**src/rtl/esc_pkg.sv**
```systemverilog
package esc_pkg;
  // Routing decision for the byte currently offered at the input.
  typedef struct packed {
    logic toA;     // byte is emitted on the primary output
    logic toB;     // byte is emitted on the secondary output
    logic swallow; // byte is consumed and emits nothing
  } route_t;
endpackage

```
**src/rtl/esc_ctrl.sv**
```systemverilog
module esc_ctrl
  import esc_pkg::*;
(
  input  logic   clk,
  input  logic   rst,
  input  logic   inValid,
  input  logic   isMark,
  input  logic   aReady,
  input  logic   bReady,
  output route_t route,
  output logic   inReady
);
  logic pending;
  logic accept;

  always_comb begin
    route = '0;
    if (!pending) begin
      if (isMark) route.swallow = 1'b1;
      else        route.toA     = 1'b1;
    end else begin
      if (isMark) route.toA = 1'b1;
      else        route.toB = 1'b1;
    end
  end

  assign inReady = route.swallow | (route.toA & aReady) | (route.toB & bReady);
  assign accept  = inValid & inReady;

  always_ff @(posedge clk) begin
    if (rst)         pending <= 1'b0;
    else if (accept) pending <= route.swallow;
  end
endmodule

```
**src/rtl/esc_path.sv**
```systemverilog
module esc_path
  import esc_pkg::*;
#(
  parameter int              DATA_W = 8,
  parameter logic [DATA_W-1:0] MARK = 8'hA5
) (
  input  logic [DATA_W-1:0] inData,
  input  logic              inValid,
  input  route_t            route,
  output logic              isMark,
  output logic [DATA_W-1:0] aData,
  output logic              aValid,
  output logic [DATA_W-1:0] bData,
  output logic              bValid
);
  assign isMark = (inData == MARK);
  // A doubled marker emits the marker value itself, which is the input byte.
  assign aData  = inData;
  assign bData  = inData;
  assign aValid = inValid & route.toA;
  assign bValid = inValid & route.toB;
endmodule

```
**src/rtl/esc_demux.sv**
```systemverilog
module esc_demux
  import esc_pkg::*;
#(
  parameter int              DATA_W = 8,
  parameter logic [DATA_W-1:0] MARK = 8'hA5
) (
  input  logic              clk,
  input  logic              rst,
  input  logic [DATA_W-1:0] inData,
  input  logic              inValid,
  output logic              inReady,
  output logic [DATA_W-1:0] aData,
  output logic              aValid,
  input  logic              aReady,
  output logic [DATA_W-1:0] bData,
  output logic              bValid,
  input  logic              bReady
);
  route_t route;
  logic   isMark;

  esc_ctrl u_ctrl (
    .clk(clk), .rst(rst), .inValid(inValid), .isMark(isMark),
    .aReady(aReady), .bReady(bReady), .route(route), .inReady(inReady)
  );

  esc_path #(.DATA_W(DATA_W), .MARK(MARK)) u_path (
    .inData(inData), .inValid(inValid), .route(route), .isMark(isMark),
    .aData(aData), .aValid(aValid), .bData(bData), .bValid(bValid)
  );
endmodule

```
**config.mk**
```make
export PLATFORM = sky130hd
export DESIGN_NAME = esc_demux
export DESIGN_NICKNAME = d
export VERILOG_FILES = /design/src/rtl/esc_pkg.sv /design/src/rtl/esc_ctrl.sv /design/src/rtl/esc_path.sv /design/src/rtl/esc_demux.sv
export SDC_FILE = /design/constraint.sdc
export NUM_CORES = 1
export LEC_CHECK = 0
export BUFFER_PORTS_ARGS = -buffer_cell sky130_fd_sc_hd__buf_2
export CAP_MARGIN = 20
export CORE_AREA = 2 2 39 41
export DETAILED_ROUTE_END_ITERATION = 8
export DIE_AREA = 0 0 41 43
export RECOVER_POWER = 25
export SYNTH_ARGS = -nofsm -noshare
export SYNTH_HDL_FRONTEND = slang
export SYNTH_SLANG_ARGS = --single-unit
```
**constraint.sdc**
```tcl
create_clock -name clk -period 1.95 [get_ports clk]
set_clock_uncertainty 0.05 [all_clocks]
set_input_delay 0.195 -clock clk [delete_from_list [all_inputs] [get_ports clk]]
set_output_delay 0.195 -clock clk [all_outputs]
set_load 0.005 [all_outputs]
```
==> impl_table.tex <==
\begin{tabular}{lr}
\hline
Metric & Value \\
\hline
\multicolumn{2}{l}{\textbf{STA}} \\
\quad RSZ-0062 raised after global routing & no \\
\quad Transition time of the tightest slew-check pin & 0.187 ns \\
\quad Maximum clock frequency & 0.591 GHz \\
\quad Shortest clock period the worst path allows after layout & 1.69 ns \\
\quad Number of hold-slack violations in the final timing report & 0 \\
\quad Count of pins over their slew limit & 0 \\
\quad Rel. slew slack & 87.5\% \\
\quad Final period util & 86.8\% \\
\quad Total negative slack & 0 ns \\
\quad Final number of setup-violating endpoints & 0 \\
\quad Final hold slack & 0.325 ns \\
\multicolumn{2}{l}{\textbf{Power}} \\
\quad Largest vdd supply drop & 0.0654 mV \\
\quad Cell leakage power & 0.000164 uW \\
\quad Total power divided by cell area & 203 mW/mm2 \\
\multicolumn{2}{l}{\textbf{Layout}} \\
\quad Area growth from synthesis to final layout & 20.6\% \\
\quad Sequential cell area & 20.0 um2 \\
\quad Utilization after layout & 22.2\% \\
\quad Top Registers & u\_ctrl.pending x1 \\
\quad Most used cells in the layout excluding fill and tap cells & 29 x sky130\_fd\_sc\_hd\_\_buf\_2, 3 x sky130\_fd\_sc\_hd\_\_and2\_1 \\
\quad Area of all placed cells without fillers & 308 um2 \\
\quad Inserted Diodes & 0 \\
\quad NumNets Final & 63 \\
\quad Max reg flops & 1 \\
\quad Final standard cell count with taps included and fillers excluded & 62 \\
\quad Footprint of the multi-input gates & 108 um2 \\
\quad Register containing the most flip-flops in the final layout & u\_ctrl.pending \\
\quad Commonest non-fill, non-tap cell in the layout & sky130\_fd\_sc\_hd\_\_buf\_2 \\
\quad Filler Cells Inserted & 157 \\
\quad Share of layout cells above drive strength 1 & 69.6\% \\
\multicolumn{2}{l}{\textbf{Clock tree}} \\
\quad Clock insertion delay at the later pin of the skew report & 0 ns \\
\quad Hold buffers post-CTS & 0 \\
\quad Buffer count from post-CTS setup fixing & 0 \\
\quad Post-CTS sizing & 0 \\
\quad CTS clk-pin slew, worst paths & 0 ns \\
\multicolumn{2}{l}{\textbf{Yosys}} \\
\quad Proportion of netlist area held by the largest area contributor & 47.1\% \\
\quad Dominant combinational cell family by area after synthesis & buffers and inverters \\
\quad Synth Area in Simple Gates & 21.1\% \\
\quad Sequential fraction of the synthesis area & 7.84\% \\
\quad Compound-Gate Fraction of Synth Area & 11.3\% \\
\quad Avg Synthesized Cell Area & 8.23 um2 \\
\quad Dominant cells by area after synthesis & sky130\_fd\_sc\_hd\_\_buf\_4 47\%, sky130\_fd\_sc\_hd\_\_and4bb\_2 9.8\%, sky130\_fd\_sc\_hd\_\_ha\_1 9.8\% \\
\quad Largest area contributor in the synthesized netlist & sky130\_fd\_sc\_hd\_\_buf\_4 \\
\quad Synth warnings & 0 \\
\quad Distinct cell type count after synthesis & 11 \\
\quad Syn Nets & 46 \\
\quad Share of synthesized cell area in full adder, half adder and majority cells & 9.80\% \\
\quad Post-Syn Area & 255 um2 \\
\quad Synth Area in XOR/XNOR & 0\% \\
\quad Synthesized flop and latch total & 1 \\
\quad Cell count after synthesis & 31 \\
\quad Multiplexer area fraction after synthesis & 0\% \\
\multicolumn{2}{l}{\textbf{Worst setup path}} \\
\quad Critical path arrival & 1.45 ns \\
\quad Category of the worst setup path capture point & output pin \\
\quad Endpoint required time on the critical path & 1.70 ns \\
\quad Largest fanout of any net on the critical path & 3 \\
\quad Critical setup path kind & input port to output pin \\
\quad Kind of start point of the critical path & input port \\
\multicolumn{2}{l}{\textbf{Die}} \\
\quad Die X-Extent & 41 um \\
\quad Number of ports placed on the die boundary & 32 \\
\quad Core footprint & 0.00138 mm2 \\
\quad Cell Rows & 14 \\
\quad DIE HEIGHT & 43 um \\
\quad Initial core utilization & 18.4\% \\
\quad Area of the die & 0.00176 mm2 \\
\multicolumn{2}{l}{\textbf{Global route}} \\
\quad Global Route Usage Sum & 5.09\% \\
\quad First-pass GRT wire length & 655 um \\
\quad Number of antenna violations at the first check in global routing & 0 \\
\quad Largest net degree at the start of global routing & 5 \\
\quad Overflow left after global routing & 0 \\
\quad Vias in the first global route & 166 \\
\multicolumn{2}{l}{\textbf{Detailed routing}} \\
\quad Total wire length after detailed routing & 493 um \\
\quad Detailed-route vias per instance & 3.65 \\
\quad Number of vias in the routed layout & 226 \\
\quad WL/cell & 7.95 um \\
\quad DR iter-0 viols & 0 \\
\quad DRC violations left & 0 \\
\quad Remaining number of nets flagged by the antenna check after routing & 0 \\
\quad Number of iterations in the first detailed-routing pass & 1 \\
\multicolumn{2}{l}{\textbf{Job}} \\
\quad Total of max-cap violations & 0 \\
\multicolumn{2}{l}{\textbf{Placed design}} \\
\quad Number of cells after detailed placement & 62 \\
\quad Post-Place Cell Area & 310 um2 \\
\quad Number of input and output port buffers inserted & 31 \\
\quad Placer Congestion & 0.558 \\
\multicolumn{2}{l}{\textbf{Outcome}} \\
\quad Status & finished, final reports clean \\
\multicolumn{2}{l}{\textbf{Worst hold path}} \\
\quad Kind of path behind the tightest hold check & input port to flip-flop \\
\hline
\end{tabular}
-- metrics by stage --
step                setup slack [ns]  power [uW]
floorplan                      0.502        53.5
global placement               0.241        63.5
detailed placement             0.230        63.9
CTS                            0.231        64.1
global route                   0.184        68.8
finish                         0.258        62.5
-- per-layer routing --
| metal | GRT usage [%] | share of wire (%) |
|---|---|---|
| met1 | 7.91 | 40 |
| met2 | 8.13 | 48 |
| met3 | 0 | 12 |
| met4 | 0 | 0 |
| met5 | 0 | 0 |
-- final timing paths --
kind / startpoint / end / slack, ns / depth (start not counted)
max: inData[5] / inReady / 0.26 / 7
min: rst / u_ctrl.pending / 0.32 / 2
min reg2reg: u_ctrl.pending / u_ctrl.pending / 0.52 / 2
max reg2reg: u_ctrl.pending / u_ctrl.pending / 0.63 / 4
-- synth_stat cells --
library cell / number
sky130_fd_sc_hd__a21oi_1: 1
sky130_fd_sc_hd__a22o_1: 1
sky130_fd_sc_hd__a311oi_2: 1
sky130_fd_sc_hd__and2_1: 3
sky130_fd_sc_hd__and4bb_2: 2
sky130_fd_sc_hd__buf_4: 16
sky130_fd_sc_hd__dfxtp_1: 1
sky130_fd_sc_hd__ha_1: 2
sky130_fd_sc_hd__inv_1: 2
sky130_fd_sc_hd__nand2_1: 1
sky130_fd_sc_hd__nand2b_1: 1
-- cells by family (layout without fill, tap and decap cells) --
group                    count (synthesis)  in the layout
AO/OA/AOI/OAI                            3              3
flip-flops                               1              1
AND/OR/NAND/NOR                          7              7
buffers and inverters                   18             33
adder cells (fa/ha/maj)                  2              2
-- critical path, cell delays in order --
cell and delay, ns:
sky130_fd_sc_hd__buf_2 0.11, sky130_fd_sc_hd__and4bb_2 0.22, sky130_fd_sc_hd__and2_1 0.16, sky130_fd_sc_hd__ha_1 0.28
sky130_fd_sc_hd__a22o_1 0.23, sky130_fd_sc_hd__nand2b_1 0.14, sky130_fd_sc_hd__buf_2 0.12
-- power breakdown --
part | switching [uW] | leakage, uW | total (uW) | internal, uW
Sequential | 0.0246 | 0.00000805 | 20.9 | 20.9
Combinational | 17.2 | 0.000156 | 41.6 | 24.3
Clock | 0 | 0 | 0 | 0
Total | 17.2 | 0.000164 | 62.5 | 45.3
-- layout make-up --
type | count | area share, %
Timing Repair Buffer | 31 | 49.6
Multi-Input combinational cell | 12 | 35.0
Sequential cell | 1 | 6.50
Tap cell | 16 | 6.50
Inverter | 2 | 2.44
(Power assumes the default switching activity.)
